[config.mk]
export PLATFORM = sky130hd
export DESIGN_NAME = hc_prefix_adder
export DESIGN_NICKNAME = d
export VERILOG_FILES = /design/src/rtl/hc_adder_pkg.sv /design/src/rtl/hc_gp_precompute.sv /design/src/rtl/hc_prefix_tree.sv /design/src/rtl/hc_sum_logic.sv /design/src/rtl/hc_prefix_adder.sv
export SDC_FILE = /design/constraint.sdc
export NUM_CORES = 1
export LEC_CHECK = 0
export BUFFER_PORTS_ARGS = -buffer_cell sky130_fd_sc_hd__buf_2
export CORE_UTILIZATION = 30
export DETAILED_ROUTE_END_ITERATION = 6
export PLACE_DENSITY = 0.63
export SKIP_CTS_REPAIR_TIMING = 1
export SYNTH_ARGS = -nofsm -noshare
export SYNTH_HDL_FRONTEND = slang
export SYNTH_SLANG_ARGS = --single-unit
[constraint.sdc]
create_clock -name clk -period 3.85 [get_ports clk]
set_input_delay 0.5775 -clock clk [delete_from_list [all_inputs] [get_ports clk]]
set_output_delay 0.5775 -clock clk [all_outputs]
set_load 0.1 [all_outputs]
[src/rtl/hc_adder_pkg.sv]
// Package: shared types and the prefix combine operator for the sparse adder.
// Assumes: callers combine a more significant group (hi) with the group
// directly below it (lo).
package hc_adder_pkg;

    typedef struct packed {
        logic g;   // group generate
        logic p;   // group propagate
    } gp_t;

    // Associative prefix operator: (hi) o (lo).
    function automatic gp_t gp_combine(input gp_t hi, input gp_t lo);
        gp_t r;
        r.g = hi.g | (hi.p & lo.g);
        r.p = hi.p & lo.p;
        return r;
    endfunction

endpackage

[src/rtl/hc_gp_precompute.sv]
// Module: per-bit generate/propagate formation.
// Does: g = a & b, p = a ^ b for each bit. The carry-in is folded into bit 0's
// generate, so the tree needs no separate carry-in input.
// Assumes: nothing beyond WIDTH >= 2.
module hc_gp_precompute
    import hc_adder_pkg::*;
#(
    parameter int WIDTH = 32
) (
    input  logic [WIDTH-1:0] op_a,
    input  logic [WIDTH-1:0] op_b,
    input  logic             c_in,
    output gp_t  [WIDTH-1:0] bit_gp
);

    // Form bitwise pairs; bit 0 absorbs the carry-in.
    always_comb begin
        for (int i = 0; i < WIDTH; i++) begin
            bit_gp[i].g = op_a[i] & op_b[i];
            bit_gp[i].p = op_a[i] ^ op_b[i];
        end
        bit_gp[0].g = (op_a[0] & op_b[0]) | ((op_a[0] ^ op_b[0]) & c_in);
    end

endmodule

[src/rtl/hc_prefix_tree.sv]
// Module: sparse parallel-prefix carry network.
// Does: log2(WIDTH) doubling-span levels over odd positions only, then one
// fill level that completes the even positions from the odd prefix below.
// Output grp_g[i] is the carry out of bit i.
// Assumes: WIDTH is a power of two, >= 2.
module hc_prefix_tree
    import hc_adder_pkg::*;
#(
    parameter int WIDTH = 32
) (
    input  gp_t  [WIDTH-1:0] bit_gp,
    output logic [WIDTH-1:0] grp_g
);

    localparam int SPARSE_LVLS = $clog2(WIDTH);

    gp_t [WIDTH-1:0] lvl [0:SPARSE_LVLS];

    assign lvl[0] = bit_gp;

    // Sparse levels: odd positions reach back SPAN bits; others pass through.
    for (genvar k = 1; k <= SPARSE_LVLS; k++) begin : g_lvl
        localparam int SPAN = 1 << (k - 1);
        for (genvar i = 0; i < WIDTH; i++) begin : g_bit
            if ((i % 2 == 1) && (i >= SPAN)) begin : g_cell
                assign lvl[k][i] = gp_combine(lvl[k-1][i], lvl[k-1][i-SPAN]);
            end else begin : g_wire
                assign lvl[k][i] = lvl[k-1][i];
            end
        end
    end

    // Fill level: even positions take the finished prefix of the odd bit below.
    for (genvar i = 0; i < WIDTH; i++) begin : g_fill
        if ((i % 2 == 1) || (i == 0)) begin : g_done
            assign grp_g[i] = lvl[SPARSE_LVLS][i].g;
        end else begin : g_even
            assign grp_g[i] = lvl[SPARSE_LVLS][i].g
                            | (lvl[SPARSE_LVLS][i].p & lvl[SPARSE_LVLS][i-1].g);
        end
    end

endmodule

[src/rtl/hc_sum_logic.sv]
// Module: final sum formation.
// Does: sum[i] = p[i] ^ carry-into-bit-i, where the carry into bit 0 is cin
// and the carry into bit i>0 is grp_g[i-1]. Carry-out is the group generate
// of the whole word.
// Assumes: bit_gp[0].p is the raw a0^b0 (carry-in not folded into p).
module hc_sum_logic
    import hc_adder_pkg::*;
#(
    parameter int WIDTH = 32
) (
    input  gp_t  [WIDTH-1:0] bit_gp,
    input  logic [WIDTH-1:0] grp_g,
    input  logic             c_in,
    output logic [WIDTH-1:0] sum_raw,
    output logic             cout_raw
);

    logic [WIDTH-1:0] carry_into;

    // Shift group carries up one place and insert the carry-in at bit 0.
    assign carry_into = {grp_g[WIDTH-2:0], c_in};

    // XOR each propagate with its incoming carry.
    always_comb begin
        for (int i = 0; i < WIDTH; i++) begin
            sum_raw[i] = bit_gp[i].p ^ carry_into[i];
        end
    end

    assign cout_raw = grp_g[WIDTH-1];

endmodule

[src/rtl/hc_prefix_adder.sv]
// Module: top of the sparse parallel-prefix adder.
// Does: precompute -> prefix tree -> sum logic. With REGISTERED=1 the result
// is captured in output flops (synchronous active-low reset); otherwise it is
// driven combinationally.
// Assumes: WIDTH is a power of two, >= 2. Subtraction inversion is done
// by the caller.
module hc_prefix_adder
    import hc_adder_pkg::*;
#(
    parameter int WIDTH      = 32,
    parameter bit REGISTERED = 1'b1
) (
    input  logic             clk,
    input  logic             rst_n,
    input  logic [WIDTH-1:0] a,
    input  logic [WIDTH-1:0] b,
    input  logic             cin,
    output logic [WIDTH-1:0] sum,
    output logic             cout
);

    gp_t  [WIDTH-1:0] bit_gp;
    logic [WIDTH-1:0] grp_g;
    logic [WIDTH-1:0] sum_raw;
    logic             cout_raw;

    hc_gp_precompute #(.WIDTH(WIDTH)) u_pre (
        .op_a   (a),
        .op_b   (b),
        .c_in   (cin),
        .bit_gp (bit_gp)
    );

    hc_prefix_tree #(.WIDTH(WIDTH)) u_tree (
        .bit_gp (bit_gp),
        .grp_g  (grp_g)
    );

    hc_sum_logic #(.WIDTH(WIDTH)) u_sum (
        .bit_gp   (bit_gp),
        .grp_g    (grp_g),
        .c_in     (cin),
        .sum_raw  (sum_raw),
        .cout_raw (cout_raw)
    );

    // Behavioural reference used only by the assertions below.
    logic [WIDTH:0] ref_total;
    logic [WIDTH:0] ref_carry;
    assign ref_total = {1'b0, a} + {1'b0, b} + {{WIDTH{1'b0}}, cin};
    assign ref_carry = ref_total ^ {1'b0, a ^ b};

    // every tree carry matches the ripple reference.
    a_r3_carry_vector: assert property (@(posedge clk) disable iff (!rst_n)
        grp_g == ref_carry[WIDTH:1]);

    if (REGISTERED) begin : g_reg
        // Capture the result; clear on synchronous reset.
        always_ff @(posedge clk) begin
            if (!rst_n) begin
                sum  <= '0;
                cout <= 1'b0;
            end else begin
                sum  <= sum_raw;
                cout <= cout_raw;
            end
        end

        // registered sum equals the previous cycle's a+b+cin.
        a_r1_sum_value: assert property (@(posedge clk) disable iff (!rst_n)
            $past(rst_n) |-> sum == $past(ref_total[WIDTH-1:0]));

        // registered carry-out equals the top bit of the previous total.
        a_r2_carry_out: assert property (@(posedge clk) disable iff (!rst_n)
            $past(rst_n) |-> cout == $past(ref_total[WIDTH]));

        // the first edge after reset still shows the cleared outputs.
        a_r5_reset_zero: assert property (@(posedge clk) disable iff (!rst_n)
            $rose(rst_n) |-> (sum == '0) && !cout);

        // adding zero returns the other operand with no carry.
        a_r6_identity: assert property (@(posedge clk) disable iff (!rst_n)
            ($past(rst_n) && ($past(b) == '0) && !$past(cin))
                |-> (sum == $past(a)) && !cout);
    end else begin : g_comb
        assign sum  = sum_raw;
        assign cout = cout_raw;

        // unregistered outputs match the same-cycle total.
        a_r7_same_cycle: assert property (@(posedge clk) disable iff (!rst_n)
            {cout, sum} == ref_total);
    end

endmodule

==> results of run 1 <==
worst paths after layout:
kind	startpoint	endpoint	slack, ns	depth (start not counted)
setup / recovery	a[0]	sum[26]	0.88	12
hold / removal	b[20]	sum[20]	0.68	3
stage by stage:
step	hold WS [ns]	total power, uW
2_1_floorplan	0.706	957
3_3_place_gp	0.958	1080
3_5_place_dp	0.966	1090
4_1_cts	0.664	1370
5_1_grt	0.683	1430
6_report	0.678	1340
worst max-delay path: cells and delay by family:
family	cells	cell delay [ns]
AO/OA/AOI/OAI	4	0.75
AND/OR/NAND/NOR	3	0.45
buffers and inverters	2	0.12
adder cells (fa/ha/maj)	3	1.24
kinds of logic (layout without fill, tap and decap cells):
logic type | Yosys count | in the layout | synth area share
AND/OR/NAND/NOR | 77 | 77 | 0.190
buffers and inverters | 18 | 120 | 0.0317
adder cells (fa/ha/maj) | 47 | 47 | 0.302
AO/OA/AOI/OAI | 47 | 47 | 0.142
XOR/XNOR | 15 | 15 | 0.0554
flip-flops | 33 | 33 | 0.279
state kept, by name, summed over array words and instances (netlist names):
name,cells
sum,32
cout,1
area by class of cell:
| class | instances | area [sq um] |
|---|---|---|
| multi-input combinational | 186 | 1630 |
| fill | 790 | 4630 |
| sequential | 33 | 661 |
| timing repair buffer | 99 | 495 |
| inverter | 14 | 52.6 |
| clock buffer | 7 | 86.3 |
| tap | 102 | 128 |
cells in the final DEF (no fill, tap or decap), types with 5 or more instances in the layout:
cell type	Yosys	routed
fa_1	17	17
and2_1	29	29
a21oi_1	13	13
a21oi_2	5	5
ha_1	30	30
inv_1	14	14
nor2b_1	6	6
nand3_1	6	6
clkbuf_8	0	6
dfxtp_1	33	33
nor2_1	9	9
buf_2	0	99
o21ai_1	5	5
o21ai_0	6	6
xor2_1	13	13
nand2_1	13	13
power by group through the flow:
stage / Sequential, uW / Combinational (uW) / Clock (uW)
4_1_cts: 400 / 684 / 284
6_report: 399 / 678 / 266
3_5_place_dp: 408 / 682 / 0
5_1_grt: 404 / 728 / 302
2_1_floorplan: 757 / 200 / 0
3_3_place_gp: 407 / 675 / 0
routing by layer:
layer  share of wire  up-vias  track usage
met5               0        -            0
met4           0.013        0       0.0476
li1                -     1003            -
met2            0.49       57        0.229
met3           0.052        6       0.0311
met1            0.44      879        0.157
==> flow_summary.toml, run 1 <==
[run_status]
status = "finished, final reports clean"

[final_layout]
final_area_sq_um = 3060
n_antenna_cell = 0
drive_gt1_frac = 0.366
finalCoreUtilization = 0.398
final_nets = 453
areaGrowthSynthToFinish_pct = 29.0
final_cells = 441

[clock_network]
cts_tree = "done"
cts.clk_slew.worst_paths_ns = 0.06
cts_sinks = 33
cts-root-buf = "clkbuf_8"
numCtsBuffers = 5
cts-htree-levels = 2
cts_buffer_depth = 2

[synth]
syn-num-nets = 351
synthTopCellsByCount = "dfxtp_1 (33), ha_1 (30), and2_1 (29)"
ys_warn_count = 0
synth_edf_count = 0
synth.most_common_cell = "dfxtp_1"
synth_flop_cell = "dfxtp_1"
yosysTopAreaCellShare = 0.279
syn_inst = 237
ys_seq_area_frac = 0.279
ys_types = 38
syn_avg_cell_area_sq_um = 10.0
async_flop_share = 0
ys_top_cells_by_area = "dfxtp_1 (28%), ha_1 (16%), fa_1 (14%), and2_1 (7.7%), xor2_1 (4.8%)"
netlist.top_cell.by_area = "dfxtp_1"
syn-cell-area_sq_um = 2370
ys_ff_latch = 33

[detailed_routing]
vias_per_cell = 4.41
ant_nets = 0
wl_per_cell_um = 11.5
wl_um = 5070
drt-pass1-iter-count = 4
dr.first_iter.drc_count = 32
drc = 0
vias = 1945

[floorplan]
die_w_um = 90.9
fp.dieArea_sq_um = 8260
initial_core_util = 0.308
rows = 32
coreArea_sq_um = 7690
die_h_um = 90.9
ios = 100

[power]
power_density_nw_per_um2 = 439
swShare = 0.480
ir_worst_vdd_uv = 152
clockPowerShare = 0.198
seq_power_share = 0.297
internal-power_uw = 698
combPwrFrac = 0.504
switchingPower_uw = 645
p_leak_uw = 0.00152

[sta]
setup_tns_ns = 0
fmax_ghz = 0.336
rsz0062_at_grt = "no"
period_share = 0.773
final_max_slew_viol_count = 0
maxSlewHeadroom = 0.663
setup_ws_ns = 0.876
period_minus_slack_ns = 2.97
hold_violations = 0
tightest_slew_ns = 0.506
setup_viol = 0

[placement]
dpl.cell_count = 434
post-dp-hpwl_um = 4300
dp_slack_ns = 0.567
postPlaceCellArea_sq_um = 2970
gp_congestion = 0.812
portBuffers = 99

[setup_path]
cpPeakStageDelay_ns = 0.44
cp_common_cell = "fa_1"
cpMaxStageDelayCell = "fa_1"
path_max_fanout = 3
crit_type = "in -> reg"
crit_required_ns = 4.02
arrival_ns = 3.15
critPathCaptureType = "register"
start_kind = "input pin"
path_cells = "buf_2, inv_1, fa_1, fa_1, nand2b_1, a21oi_4, o211ai_2, a21oi_2, nand2_2, a41oi_2, fa_1, and2_1"

[grt]
grt_pass1_wl_um = 8710
overflow = 0
grtUsageTotal = 0.132
grt_max_degree = 34
antenna_found_initial = 0
grt_pass1_vias = 2005

[job]
drv_cap = 0

[min_path]
min_path_type = "in -> reg"
No activity file was read; power rests on OpenSTA's default activity.
==> inputs of run 2 (changes only) <==
--- a/config.mk
+++ b/config.mk
@@ -5,6 +5,7 @@
 export SDC_FILE = /design/constraint.sdc
 export NUM_CORES = 1
 export LEC_CHECK = 0
+export ABC_AREA = 1
 export BUFFER_PORTS_ARGS = -buffer_cell sky130_fd_sc_hd__buf_2
 export CORE_UTILIZATION = 30
 export DETAILED_ROUTE_END_ITERATION = 6
==> constraint.sdc (replaced) <==
create_clock -name clk -period 3 [get_ports clk]
set_input_delay 0.45 -clock clk [delete_from_list [all_inputs] [get_ports clk]]
set_output_delay 0.45 -clock clk [all_outputs]
set_load 0.1 [all_outputs]
==> run 2 against run 1 <==
Against the previous run: sequential power grew 29%; critical path type unchanged; via count increased by 12%; highest routed layer unchanged; worst hold slack got worse by 0.15 ns; die area grew 3.0%; final area is 2.8% higher; non-clock buffer count unchanged; area after synthesis increased by 3.1%; count of clock-buffer cells in the layout is 2 lower; largest power group unchanged.
==> flow_summary.toml, run 2 <==
[detailed_routing]
wl_met3_um = 337
wl_per_cell_um = 11.0
drt-met1-wl_um = 2500
wl_um = 5640
drt-pass1-iter-count = 4
maxUsedRoutingLayer = "met4"
drc = 0
vias_per_cell = 4.26
dr.first_iter.drc_count = 42
ant_nets = 0
route.met2.wl_um = 2740
vias = 2185

[final_layout]
final_cells = 513
final_common_cell = "buf_2"
final_nets = 524
largest_reg_flops = 32
finalCoreUtilization = 0.402
drive_gt1_frac = 0.311
n_antenna_cell = 0
fillers = 820
layout_common_cells = "buf_2 (99), nand2_1 (78), inv_1 (43), nor2_1 (37), dfxtp_1 (33)"
areaGrowthSynthToFinish_pct = 28.6
top_register = "sum"
final_area_sq_um = 3140
top_regs = "sum: 32 flops, cout: 1 flops"

[power]
swShare = 0.502
p_leak_uw = 0.00175
combPwrFrac = 0.512
switchingPower_uw = 873
internal-power_uw = 867
clockPowerShare = 0.193
ir_worst_vdd_uv = 201
power_density_nw_per_um2 = 554
seq_power_share = 0.295

[sta]
setup_viol = 0
maxSlewHeadroom = 0.515
tightest_slew_ns = 0.727
final_max_slew_viol_count = 0
fmax_ghz = 0.389
period_share = 0.858
setup_tns_ns = 0
hold_violations = 0
rsz0062_at_grt = "no"
period_minus_slack_ns = 2.57

[clock_network]
cts_buffer_depth = 2
cts-root-buf = "clkbuf_8"
cts.clk_slew.worst_paths_ns = 0.07
cts_sinks = 33
cts-htree-levels = 2
cts_tree = "done"
numCtsBuffers = 5

[setup_path]
path_cells = "buf_2, inv_1, fa_1, fa_1, inv_1, nand3_1, nand2_2, nand2_1, nand2_2, inv_2, o21bai_4, nand2_1, nand2_1, fa_1, nand2_1, inv_1"
cpMaxStageDelayCell = "fa_1"
path_max_fanout = 3
crit_type = "in -> reg"
crit_required_ns = 3.19
arrival_ns = 2.76
cp.depth = 16
start_kind = "input pin"
crit_family = "adder cells"
cpPeakStageDelay_ns = 0.43
critPathCaptureType = "register"
cp_common_cell = "nand2_1"
path_buf_inv = 5

[synth]
synthTopCellsByCount = "nand2_1 (78), inv_1 (43), nor2_1 (37)"
yosysTopAreaCellShare = 0.270
netlist.top_cell.by_area = "dfxtp_1"
ys_seq_area_frac = 0.270
syn_avg_cell_area_sq_um = 7.96
synth_edf_count = 0
ys_top_cells_by_area = "dfxtp_1 (27%), ha_1 (15%), fa_1 (14%), nand2_1 (12%), inv_1 (6.6%)"
syn-num-nets = 421
syn-cell-area_sq_um = 2440
ys_ff_latch = 33
synth_flop_cell = "dfxtp_1"
synth.most_common_cell = "nand2_1"
ys_types = 25
syn_inst = 307
async_flop_share = 0
ys_warn_count = 0

[placement]
dpl.cell_count = 505
post-dp-hpwl_um = 4840
portBuffers = 99
postPlaceCellArea_sq_um = 3060
gp_congestion = 0.790

[floorplan]
die_w_um = 92.3
initial_core_util = 0.313
ios = 100
die_h_um = 92.3
fp.dieArea_sq_um = 8510
rows = 32
coreArea_sq_um = 7810

[min_path]
min_path_type = "in -> reg"
min_delay_path_depth = 4

[grt]
grt_pass1_wl_um = 9160
grtUsageTotal = 0.138
overflow = 0
antenna_found_initial = 0
grt_pass1_vias = 2096
grt_max_degree = 21

[run_status]
status = "finished, final reports clean"

[job]
drv_cap = 0
## run 2: changes by cell type after synthesis, moves of 6 or more
| cell | previous run | this run |
|---|---|---|
| xor2_1 | 13 | 2 |
| and2_1 | 29 | 0 |
| xnor2_1 | 2 | 13 |
| inv_1 | 14 | 43 |
| nor2b_1 | 6 | 0 |
| nor2_1 | 9 | 37 |
| nand2_2 | 2 | 8 |
| nand2_1 | 13 | 78 |
## run 2: final timing paths
check | start | to
worst max-delay path | a[0] | sum[28]
worst min-delay path | b[24] | sum[24]
## run 2: area by class of cell
cell class	instances	area, sq um	area share
Sequential cell	33	661	0.210
Clock inverter	3	17.5	0.00558
Timing Repair Buffer	99	495	0.158
Inverter	47	176	0.0562
Tap cell	102	128	0.0406
Multi-Input combinational cell	224	1600	0.508
Clock buffer	5	68.8	0.0219
## run 2: per-layer routing
metal | GRT usage | vias to the layer above
li1 | - | 1145
met1 | 0.164 | 967
met2 | 0.245 | 65
met3 | 0.0307 | 8
met4 | 0.0469 | 0
met5 | 0 | -
## run 2: tightest hold or removal path, delay by kind of cell
| family | cells | cell delay (ns) |
|---|---|---|
| adder cells (fa/ha/maj) | 1 | 0.15 |
| buffers and inverters | 2 | 0.14 |
| AND/OR/NAND/NOR | 1 | 0.05 |
## run 2: through the flow
step | hold slack [ns] | total power, uW | setup slack, ns
after floorplan | 0.543 | 1240 | 0.430
after global placement | 0.821 | 1410 | 0.161
after detailed placement | 0.829 | 1420 | 0.119
after CTS | 0.520 | 1760 | 0.425
after global routing | 0.542 | 1840 | 0.242
final | 0.528 | 1740 | 0.427
## run 2: logic make-up (layout without fill, tap and decap cells)
kind of cell,after synthesis,in the layout,synth area share
AOI/OAI and AO/OA,26,26,0.0763
xor gates and xnor gates,15,15,0.0538
adders and majority gates,47,47,0.293
buffers and inverters,50,154,0.0768
DFF,33,33,0.270
and+or+nand+nor,136,136,0.230
## run 2: power by group through the flow
stage	clock network, uW	registers (uW)	logic (uW)
after detailed placement	0	523	897
final	337	513	890
after floorplan	0	973	269
after CTS	353	513	899
after global placement	0	523	887
after global routing	370	518	956
